<file path="src/rtl/etimer_pkg.sv">
package etimer_pkg;

  localparam logic [11:0] OFS_ID     = 12'h000;
  localparam logic [11:0] OFS_PERIOD = 12'h004;
  localparam logic [11:0] OFS_CFG    = 12'h010;
  localparam logic [11:0] OFS_CFGHI  = 12'h014;
  localparam logic [11:0] OFS_CNTLO  = 12'h0F0;
  localparam logic [11:0] OFS_CNTHI  = 12'h0F4;
  localparam int          CHAN_BASE   = 'h100;
  localparam int          CHAN_STRIDE = 'h20;

  typedef enum logic [2:0] {
    RS_NONE, RS_ID, RS_PERIOD, RS_CFG, RS_CNTLO, RS_CNTHI, RS_CHAN
  } rdSel_e;

  // Strobes from decode to datapath
  typedef struct packed {
    logic   wrCfg;
    logic   wrCntLo;
    logic   wrCntHi;
    rdSel_e rdSel;
  } ctrlStb_t;

endpackage

</file>
<file path="src/rtl/etimer_ctrl.sv">
module etimer_ctrl
  import etimer_pkg::*;
#(
  parameter int NUM_CHAN = 3,
  parameter int ADDR_W   = 12,
  localparam int IDX_W   = (NUM_CHAN > 1) ? $clog2(NUM_CHAN) : 1
) (
  input  logic                busWr,
  input  logic                busRd,
  input  logic [ADDR_W-1:0]   busAddr,
  output ctrlStb_t            stb,
  output logic [IDX_W-1:0]    chanIdx,
  output logic [4:0]          chanReg,
  output logic [NUM_CHAN-1:0] chanWrStb,
  output logic [NUM_CHAN-1:0] chanRdStb
);

  localparam int CHAN_SPAN = NUM_CHAN * CHAN_STRIDE;

  logic [ADDR_W-1:0] relAddr;
  logic              inChan;

  assign relAddr = busAddr - ADDR_W'(CHAN_BASE);
  assign inChan  = (busAddr >= ADDR_W'(CHAN_BASE)) && (relAddr < ADDR_W'(CHAN_SPAN));
  assign chanIdx = IDX_W'(relAddr >> 5);
  assign chanReg = relAddr[4:0];

  always_comb begin
    stb = '{wrCfg: 1'b0, wrCntLo: 1'b0, wrCntHi: 1'b0, rdSel: RS_NONE};
    if (inChan) begin
      stb.rdSel = RS_CHAN;
    end else begin
      case (busAddr)
        ADDR_W'(OFS_ID):     stb.rdSel = RS_ID;
        ADDR_W'(OFS_PERIOD): stb.rdSel = RS_PERIOD;
        ADDR_W'(OFS_CFG): begin
          stb.rdSel = RS_CFG;
          stb.wrCfg = busWr;
        end
        ADDR_W'(OFS_CNTLO): begin
          stb.rdSel   = RS_CNTLO;
          stb.wrCntLo = busWr;
        end
        ADDR_W'(OFS_CNTHI): begin
          stb.rdSel   = RS_CNTHI;
          stb.wrCntHi = busWr;
        end
        default: stb.rdSel = RS_NONE;
      endcase
    end
  end

  for (genvar g = 0; g < NUM_CHAN; g++) begin : g_stb
    logic hit;
    assign hit          = inChan && (chanIdx == IDX_W'(g));
    assign chanWrStb[g] = hit && busWr;
    assign chanRdStb[g] = hit && busRd;
  end

endmodule

</file>
<file path="src/rtl/etimer_dpath.sv">
module etimer_dpath
  import etimer_pkg::*;
#(
  parameter int          NUM_CHAN  = 3,
  parameter logic [31:0] ID_WORD   = 32'h8086A201,
  parameter logic [31:0] TICK_FS   = 32'h0098_9680,
  localparam int         IDX_W     = (NUM_CHAN > 1) ? $clog2(NUM_CHAN) : 1
) (
  input  logic                   clk,
  input  logic                   rstN,
  input  ctrlStb_t               stb,
  input  logic [IDX_W-1:0]       chanIdx,
  input  logic [31:0]            busWrData,
  input  logic [NUM_CHAN*32-1:0] chanRdData,
  output logic [31:0]            busRdData,
  output logic [63:0]            mainCount,
  output logic                   timerEn,
  output logic                   legacyRoute,
  output logic                   haltAll,
  output logic                   cntWrBusy
);

  logic [63:0] countQ;
  logic        runQ, legacyQ;

  always_ff @(posedge clk) begin
    if (!rstN) begin
      countQ    <= '0;
      runQ      <= 1'b0;
      legacyQ   <= 1'b0;
      haltAll   <= 1'b0;
      cntWrBusy <= 1'b0;
    end else begin
      // a 1->0 change of the run bit is seen by comparing old and new
      haltAll   <= stb.wrCfg && runQ && !busWrData[0];
      cntWrBusy <= (stb.wrCntLo || stb.wrCntHi) && runQ;
      if (stb.wrCfg) begin
        runQ    <= busWrData[0];
        legacyQ <= busWrData[1];
      end
      if (stb.wrCntLo)      countQ <= {countQ[63:32], busWrData};
      else if (stb.wrCntHi) countQ <= {busWrData, countQ[31:0]};
      else if (runQ)        countQ <= countQ + 64'd1;
    end
  end

  always_comb begin
    case (stb.rdSel)
      RS_ID:     busRdData = ID_WORD;
      RS_PERIOD: busRdData = TICK_FS;
      RS_CFG:    busRdData = {30'd0, legacyQ, runQ};
      RS_CNTLO:  busRdData = countQ[31:0];
      RS_CNTHI:  busRdData = countQ[63:32];
      RS_CHAN:   busRdData = chanRdData[32*int'(chanIdx) +: 32];
      default:   busRdData = '0;
    endcase
  end

  assign mainCount   = countQ;
  assign timerEn     = runQ;
  assign legacyRoute = legacyQ;

endmodule

</file>
<file path="src/rtl/etimer_regs.sv">
module etimer_regs
  import etimer_pkg::*;
#(
  parameter int          NUM_CHAN = 3,
  parameter int          ADDR_W   = 12,
  parameter logic [31:0] ID_WORD  = 32'h8086A201,
  parameter logic [31:0] TICK_FS  = 32'h0098_9680
) (
  input  logic                   clk,
  input  logic                   rstN,
  input  logic                   busWr,
  input  logic                   busRd,
  input  logic [ADDR_W-1:0]      busAddr,
  input  logic [31:0]            busWrData,
  output logic [31:0]            busRdData,
  input  logic [NUM_CHAN*32-1:0] chanRdData,
  output logic [NUM_CHAN-1:0]    chanWrStb,
  output logic [NUM_CHAN-1:0]    chanRdStb,
  output logic [4:0]             chanReg,
  output logic [63:0]            mainCount,
  output logic                   timerEn,
  output logic                   legacyRoute,
  output logic                   haltAll,
  output logic                   cntWrBusy
);

  localparam int IDX_W = (NUM_CHAN > 1) ? $clog2(NUM_CHAN) : 1;

  ctrlStb_t         stb;
  logic [IDX_W-1:0] chanIdx;

  etimer_ctrl #(.NUM_CHAN(NUM_CHAN), .ADDR_W(ADDR_W)) i_ctrl (
    .busWr(busWr), .busRd(busRd), .busAddr(busAddr),
    .stb(stb), .chanIdx(chanIdx), .chanReg(chanReg),
    .chanWrStb(chanWrStb), .chanRdStb(chanRdStb)
  );

  etimer_dpath #(.NUM_CHAN(NUM_CHAN), .ID_WORD(ID_WORD), .TICK_FS(TICK_FS)) i_dpath (
    .clk(clk), .rstN(rstN), .stb(stb), .chanIdx(chanIdx),
    .busWrData(busWrData), .chanRdData(chanRdData), .busRdData(busRdData),
    .mainCount(mainCount), .timerEn(timerEn), .legacyRoute(legacyRoute),
    .haltAll(haltAll), .cntWrBusy(cntWrBusy)
  );

endmodule

</file>
<file path="config.mk">
export PLATFORM = sky130hd
export DESIGN_NAME = etimer_regs
export DESIGN_NICKNAME = d
export VERILOG_FILES = /design/src/rtl/etimer_pkg.sv /design/src/rtl/etimer_ctrl.sv /design/src/rtl/etimer_dpath.sv /design/src/rtl/etimer_regs.sv
export SDC_FILE = /design/constraint.sdc
export NUM_CORES = 1
export LEC_CHECK = 0
export BUFFER_PORTS_ARGS = -buffer_cell sky130_fd_sc_hd__buf_4
export CAP_MARGIN = 20
export CORE_MARGIN = 2
export CORE_UTILIZATION = 48
export DETAILED_ROUTE_END_ITERATION = 12
export PLACE_DENSITY = 0.92
export SLEW_MARGIN = 20
export SYNTH_ARGS = -nofsm -noshare
export SYNTH_HDL_FRONTEND = slang
export SYNTH_SLANG_ARGS = --single-unit
</file>
<file path="constraint.sdc">
create_clock -name clk -period 3.1 [get_ports clk]
set_input_delay 0.31 -clock clk [delete_from_list [all_inputs] [get_ports clk]]
set_output_delay 0.31 -clock clk [all_outputs]
set_load 0.01 [all_outputs]
</file>
; ---- Word-level counts from Yosys, hierarchy flattened
; Cells that the tools add are included.
; Widths: inputs -> output; s select.
[word_totals]
reg_bits = 68
inputBits = 144
output_inout_bits = 111
wordCells = 56
[op_classes]
n_addsub = 2
n_lt_le_gt_ge = 2
eq_ne = 13
shift = 1
mux = 10
bitwise_logic = 1
n_reduce_logical = 21
[ops]
columns = cell, count
row1 = $pmux 32 s6, 1
row2 = $mux 64, 2
row3 = $shiftx 96x8->32, 1
row4 = $add 64x1->64 const B, 1
row5 = $mux 32, 1
row6 = $eq 12x8->1 const B, 2
row7 = $pmux 3 s5, 1
row8 = $logic_and 1x1->1, 13
row9 = $eq 12x3->1 const B, 1
row10 = $eq 12x5->1 const B, 1
row11 = $ge 12x9->1 const B, 1
row12 = $logic_not 12->1, 1
row13 = $lt 12x7->1 const B, 1
row14 = $sub 12x9->12 const B, 1
row15 = $eq 3x3->1 const B, 3
row16 = $eq 3x2->1 const B, 2
row17 = $mux 3, 2
row18 = $reduce_and 2->1, 2
row19 = $reduce_bool 2->1, 2
row20 = $eq 3x1->1 const B, 1
row21 = $mux 1, 3
row22 = $eq 2x1->1 const B, 1
row23 = $eq 2x2->1 const B, 1
row24 = $logic_not 2->1, 1
row25 = other kinds (4), 4

; ---- Depth between registers and ports, before layout
[logic_depth]
depth_word = 6
depth_mapped = 9
mapped_depth_nobuf = 7

; ---- By module
; Synthesis repeated with hierarchy kept, for this count alone.
[unflattened]
cells_unflattened = 854
area_unflattened_um2 = 6038.3
[modules_own_cells]
columns = module, instances, cells_each, area_per_inst_um2, seq_area_each_um2
row1 = etimer_dpath, 1, 816, 5783.0, 1361.3
row2 = etimer_ctrl, 1, 38, 255.2, 0.0

; ---- Least setup slack after synthesis
; OpenSTA, ideal clock, no wires.
[synth_timing]
path_type = reg2reg
start = register i_dpath.countQ[0] (netlist: i_dpath.mainCount[0])
end = register i_dpath.countQ[58] (netlist: i_dpath.mainCount[58])
setup_ns = 0.133
arrival_ns = 2.507
required_time_ns = 2.967
setup_slack_ns = 0.460
path_stages_with_launch = 10
n_path_buf = 2
synth_period_minus_slack_ns = 2.640
path_cell_list = dfxtp_1 ha_1 inv_1 or4_4 buf_6 or3_4 buf_6 o31a_2 o21ai_0 a31oi_1
[synth_between]
elab_chain_len = 3
[synth_rtl]
columns = element, line_no
row1 = "start, declared", etimer_dpath.sv:23  ; logic [63:0] countQ;
row2 = "start signal, assigned", etimer_dpath.sv:41  ; if (stb.wrCntLo) countQ <= {countQ[63:32], busWrData};
row3 = "start signal, assigned", etimer_dpath.sv:42  ; else if (stb.wrCntHi) countQ <= {busWrData, countQ[31:0]};
row4 = "start signal, assigned", etimer_dpath.sv:43  ; else if (runQ) countQ <= countQ + 64'd1;
row5 = $add 64x1->64, etimer_dpath.sv:43
row6 = $mux 64, etimer_dpath.sv:43
row7 = $mux 64, etimer_dpath.sv:42
; No other way between the ends. The select of a mux whose other input is x is not followed.
; A chain may end at the register's enable or synchronous reset.

; ---- Worst setup path after layout
[layout_timing]
start = register i_dpath.countQ[0] (netlist: i_dpath.mainCount[0])
end = register i_dpath.countQ[32] (netlist: i_dpath.mainCount[32])
; The elaborated chain is that of the path after synthesis.

==> summary.md <==
| Metric | Value |
|---|---|
| Max-cap viol count | `0` |
| R2r worst-path depth | `7` |
| DP Wirelength | `17920 um` |
| Simple-gate share of the synthesized area | `26.22%` |
| P_leak | `3.279 nW` |
| Hold path start | `busWrData[0]` |
| CTS sink cnt | `68` |
| Total Nets Final | `1103` |
| Hold Fails Final Rpt | `0` |
| Seq cells post-synth | `68` |
| Synth cell types | `67` |
| Post-CTS Setup Bufs | `0` |
| Synth Area in XOR/XNOR | `6.624%` |
| Unrepaired setup endpoints after global routing | `no` |
| Final Cycle Share | `91.42%` |
| CP Max Fanout | `12` |
| Setup crit start | `i_dpath.mainCount[0]` |
| Multi-input logic area | `3752 um2` |
| First-pass GRT wire length | `35680 um` |
| Reg-to-Reg End | `i_dpath.mainCount[32]` |
| Rel. slew slack | `37.12%` |
| Startpoint types | `flip-flop` |
| Post-synth ARST share | `0%` |
| Path type of the worst setup path | `reg2reg` |
| Max-slew violations | `0` |
| Placeable Area | `10940 um2` |
| Buffers on Ports | `254` |
| Die ar. | `12160 um2` |
| FP Rows | `38` |
| Largest net degree at the start of global routing | `49` |
| Number of stages on the worst setup path | `7` |
| Tmin final | `2.834 ns` |
| Buf/Inv on CP | `1` |
| Post-synthesis adder-cell area fraction | `0.2308%` |
| Highest clock rate | `352.9 MHz` |
| Status | `complete, no violations` |
| Clk_lat worst skew | `0.34 ns` |
| Setup slack after layout | `0.2661 ns` |
| Main synth FF type | `dfxtp_1` |
| Vias in the first global route | `6659` |
| Most common library cell in the layout ignoring fill and taps | `buf_4` |
| Peak VDD IR | `0.3201 mV` |
| Clock Skews | `0.006230 ns` |
| Post-route DRC | `0` |
| Initial antenna violation count | `0` |
| Pwr per Cell Area | `301.7 nW/um2` |
| Tot Pwr | `0.002343 W` |
| Vias | `7320` |
| Dpl ws | `0.3543 ns` |
| CTS clk-pin slew, worst paths | `0.06 ns` |
| Share of layout cells above drive strength 1 | `33.33%` |
| Drt wl/cell | `22.02 um` |
| Starting DRT DRC Count | `1347` |
| Syn Inst Count | `721` |
| Drt first pass iters | `9` |
| Number of cells upsized or downsized after cts | `0` |
| CP peak stage delay | `0.61 ns` |
| CP delay by family, top | `simple AND/OR/NAND/NOR gates` |
| Reg area | `1361 um2` |
| GPL Wtd Cong | `0.9888` |
| Worst setup path end | `i_dpath.mainCount[32]` |
| Avg Inst Size Synth | `7.519 um2` |
| Critical Path RT | `3.33 ns` |
| Area growth syn-to-layout | `43.30%` |
| CTS Hold Bufs | `0` |
| Compound-Gate Fraction of Synth Area | `24.67%` |
| Setup slack on the worst flop-to-flop path | `0.27 ns` |
| CTS Buffer Depth | `2` |
| Post-Syn Nets | `866` |
| Synth warn | `0` |
| Io pins | `255` |
| Critical path endpoint category | `flip-flop` |
| Width of the die | `110.3 um` |
| Total gr overflow | `0` |
| Post-synth EDFFs | `0` |
| Hold Crit Class | `in2reg` |
| Post-DRT Antenna Nets | `0` |
| Seq/Total Area, Yosys | `25.11%` |
| Worst r2r src | `i_dpath.mainCount[0]` |
| # setup viols final | `0` |
| H-tree depth | `3` |
| WL final | `24290 um` |
| Fill count | `867` |
| # diodes | `0` |
| Cts bufs inserted | `9` |
| Most frequent cells in the layout | `buf_4, a21oi_1, dfxtp_1, nand2_1, mux2i_1` |
| Total track usage | `38.62%` |
| Critical-path top delay cell | `or4_4` |
| Critical path cell sequence | `ha_1 -> inv_1 -> or4_4 -> or3_4 -> nor3_1 -> xnor2_1 -> a21oi_1` |
| Syn Std Cell Area | `5421 um2` |
| Largest family of logic cells by synthesized area | `simple AND/OR/NAND/NOR gates` |
| Root Buffer | `clkbuf_16` |
| Die height | `110.3 um` |
| Setup_tns | `0 ns` |
| Worst Tran Pin Value | `0.9421 ns` |
| CTS tree | `built` |
| Multiplexer share of the synthesized area | `11.29%` |
| Vias per cell | `6.636` |
| Starting Density | `49.58%` |
| Critical Path AT | `3.06 ns` |
==> where the power goes <==
group	internal [W]	total, W	switching, W
registers	0.000874	0.000874	0.000000245
logic	0.000176	0.000327	0.000152
clock network	0.000726	0.00114	0.000416
==> flip-flops by register name, indices dropped and copies added (netlist names) <==
name,count
i_dpath.legacyRoute,1
i_dpath.haltAll,1
i_dpath.mainCount,64
i_dpath.timerEn,1
i_dpath.cntWrBusy,1
==> how the worst min path moves through the flow <==
stage	to	cells after the start
after CTS	i_dpath.haltAll	2
after global placement	i_dpath.mainCount[1]	2
after floorplan	i_dpath.haltAll	1
after global routing	i_dpath.haltAll	2
final	i_dpath.haltAll	2
after detailed placement	i_dpath.mainCount[1]	2
==> final cells by class <==
type | count | area share [%]
clock buffer | 10 | 3.076
clock inverter | 6 | 1.111
inverter | 8 | 0.3865
multi-input combinational | 588 | 48.30
sequential | 68 | 17.52
tap | 140 | 2.255
timing repair buffer | 283 | 27.35
==> Yosys cell counts (all sizes together), types with 3 or more instances <==
| cell | instances | area share (%) |
|---|---|---|
| nand2 | 67 | 4.6 |
| dfxtp | 68 | 25 |
| a21oi | 87 | 8.1 |
| o21ai | 47 | 4.3 |
| nor2 | 58 | 4.0 |
| nand4 | 21 | 2.7 |
| nor3 | 20 | 1.9 |
| buf | 22 | 2.7 |
| o31ai | 4 | 0.65 |
| o211ai | 3 | 0.42 |
| nor3b | 4 | 0.55 |
| or4 | 4 | 0.62 |
| o31a | 5 | 0.85 |
| a22o | 3 | 0.48 |
| xnor2 | 19 | 3.1 |
| a31oi | 4 | 0.46 |
| o22ai | 20 | 2.3 |
| nand3 | 40 | 3.7 |
| clkbuf | 34 | 2.4 |
| and4 | 8 | 1.3 |
| o211a | 3 | 0.55 |
| and3 | 13 | 1.5 |
| mux2i | 60 | 11 |
| a22oi | 11 | 1.5 |
| o21a | 6 | 0.83 |
| nor4 | 19 | 3.6 |
| a21boi | 3 | 0.42 |
| xor2 | 22 | 3.6 |
| o221ai | 10 | 1.6 |
| inv | 7 | 0.48 |
==> metrics by stage <==
| step | hold slack [ns] | std cells | instance area [um2] | util [%] |
|---|---|---|---|---|
| CTS | 0.1776 | 1103 | 7769 | 71.04 |
| global placement | 0.5036 | 1087 | 7443 | 68.07 |
| global route | 0.1791 | 1103 | 7769 | 71.04 |
| detailed placement | 0.5282 | 1087 | 7443 | 68.07 |
| finish | 0.1755 | 1103 | 7769 | 71.04 |
| floorplan | 0.3858 | 721 | 5421 | - |
==> kinds of logic (layout without fill, tap and decap cells) <==
logic type      after synthesis  after routing
compound gates              219            219
xor+xnor                     41             41
fa+ha+maj                     1              1
buf+inv                      65            307
flops                        68             68
mux                          61             61
simple gates                266            266
==> routing by layer <==
layer	global-route usage (%)	vias up	routed length, um
met5	0.4464	-	0
met4	22.32	0	1655
met3	9.583	175	3721
met2	59.25	726	10520
met1	49.13	3253	8395
li1	-	3166	-
Note: power is estimated with default switching activity, not from simulation.
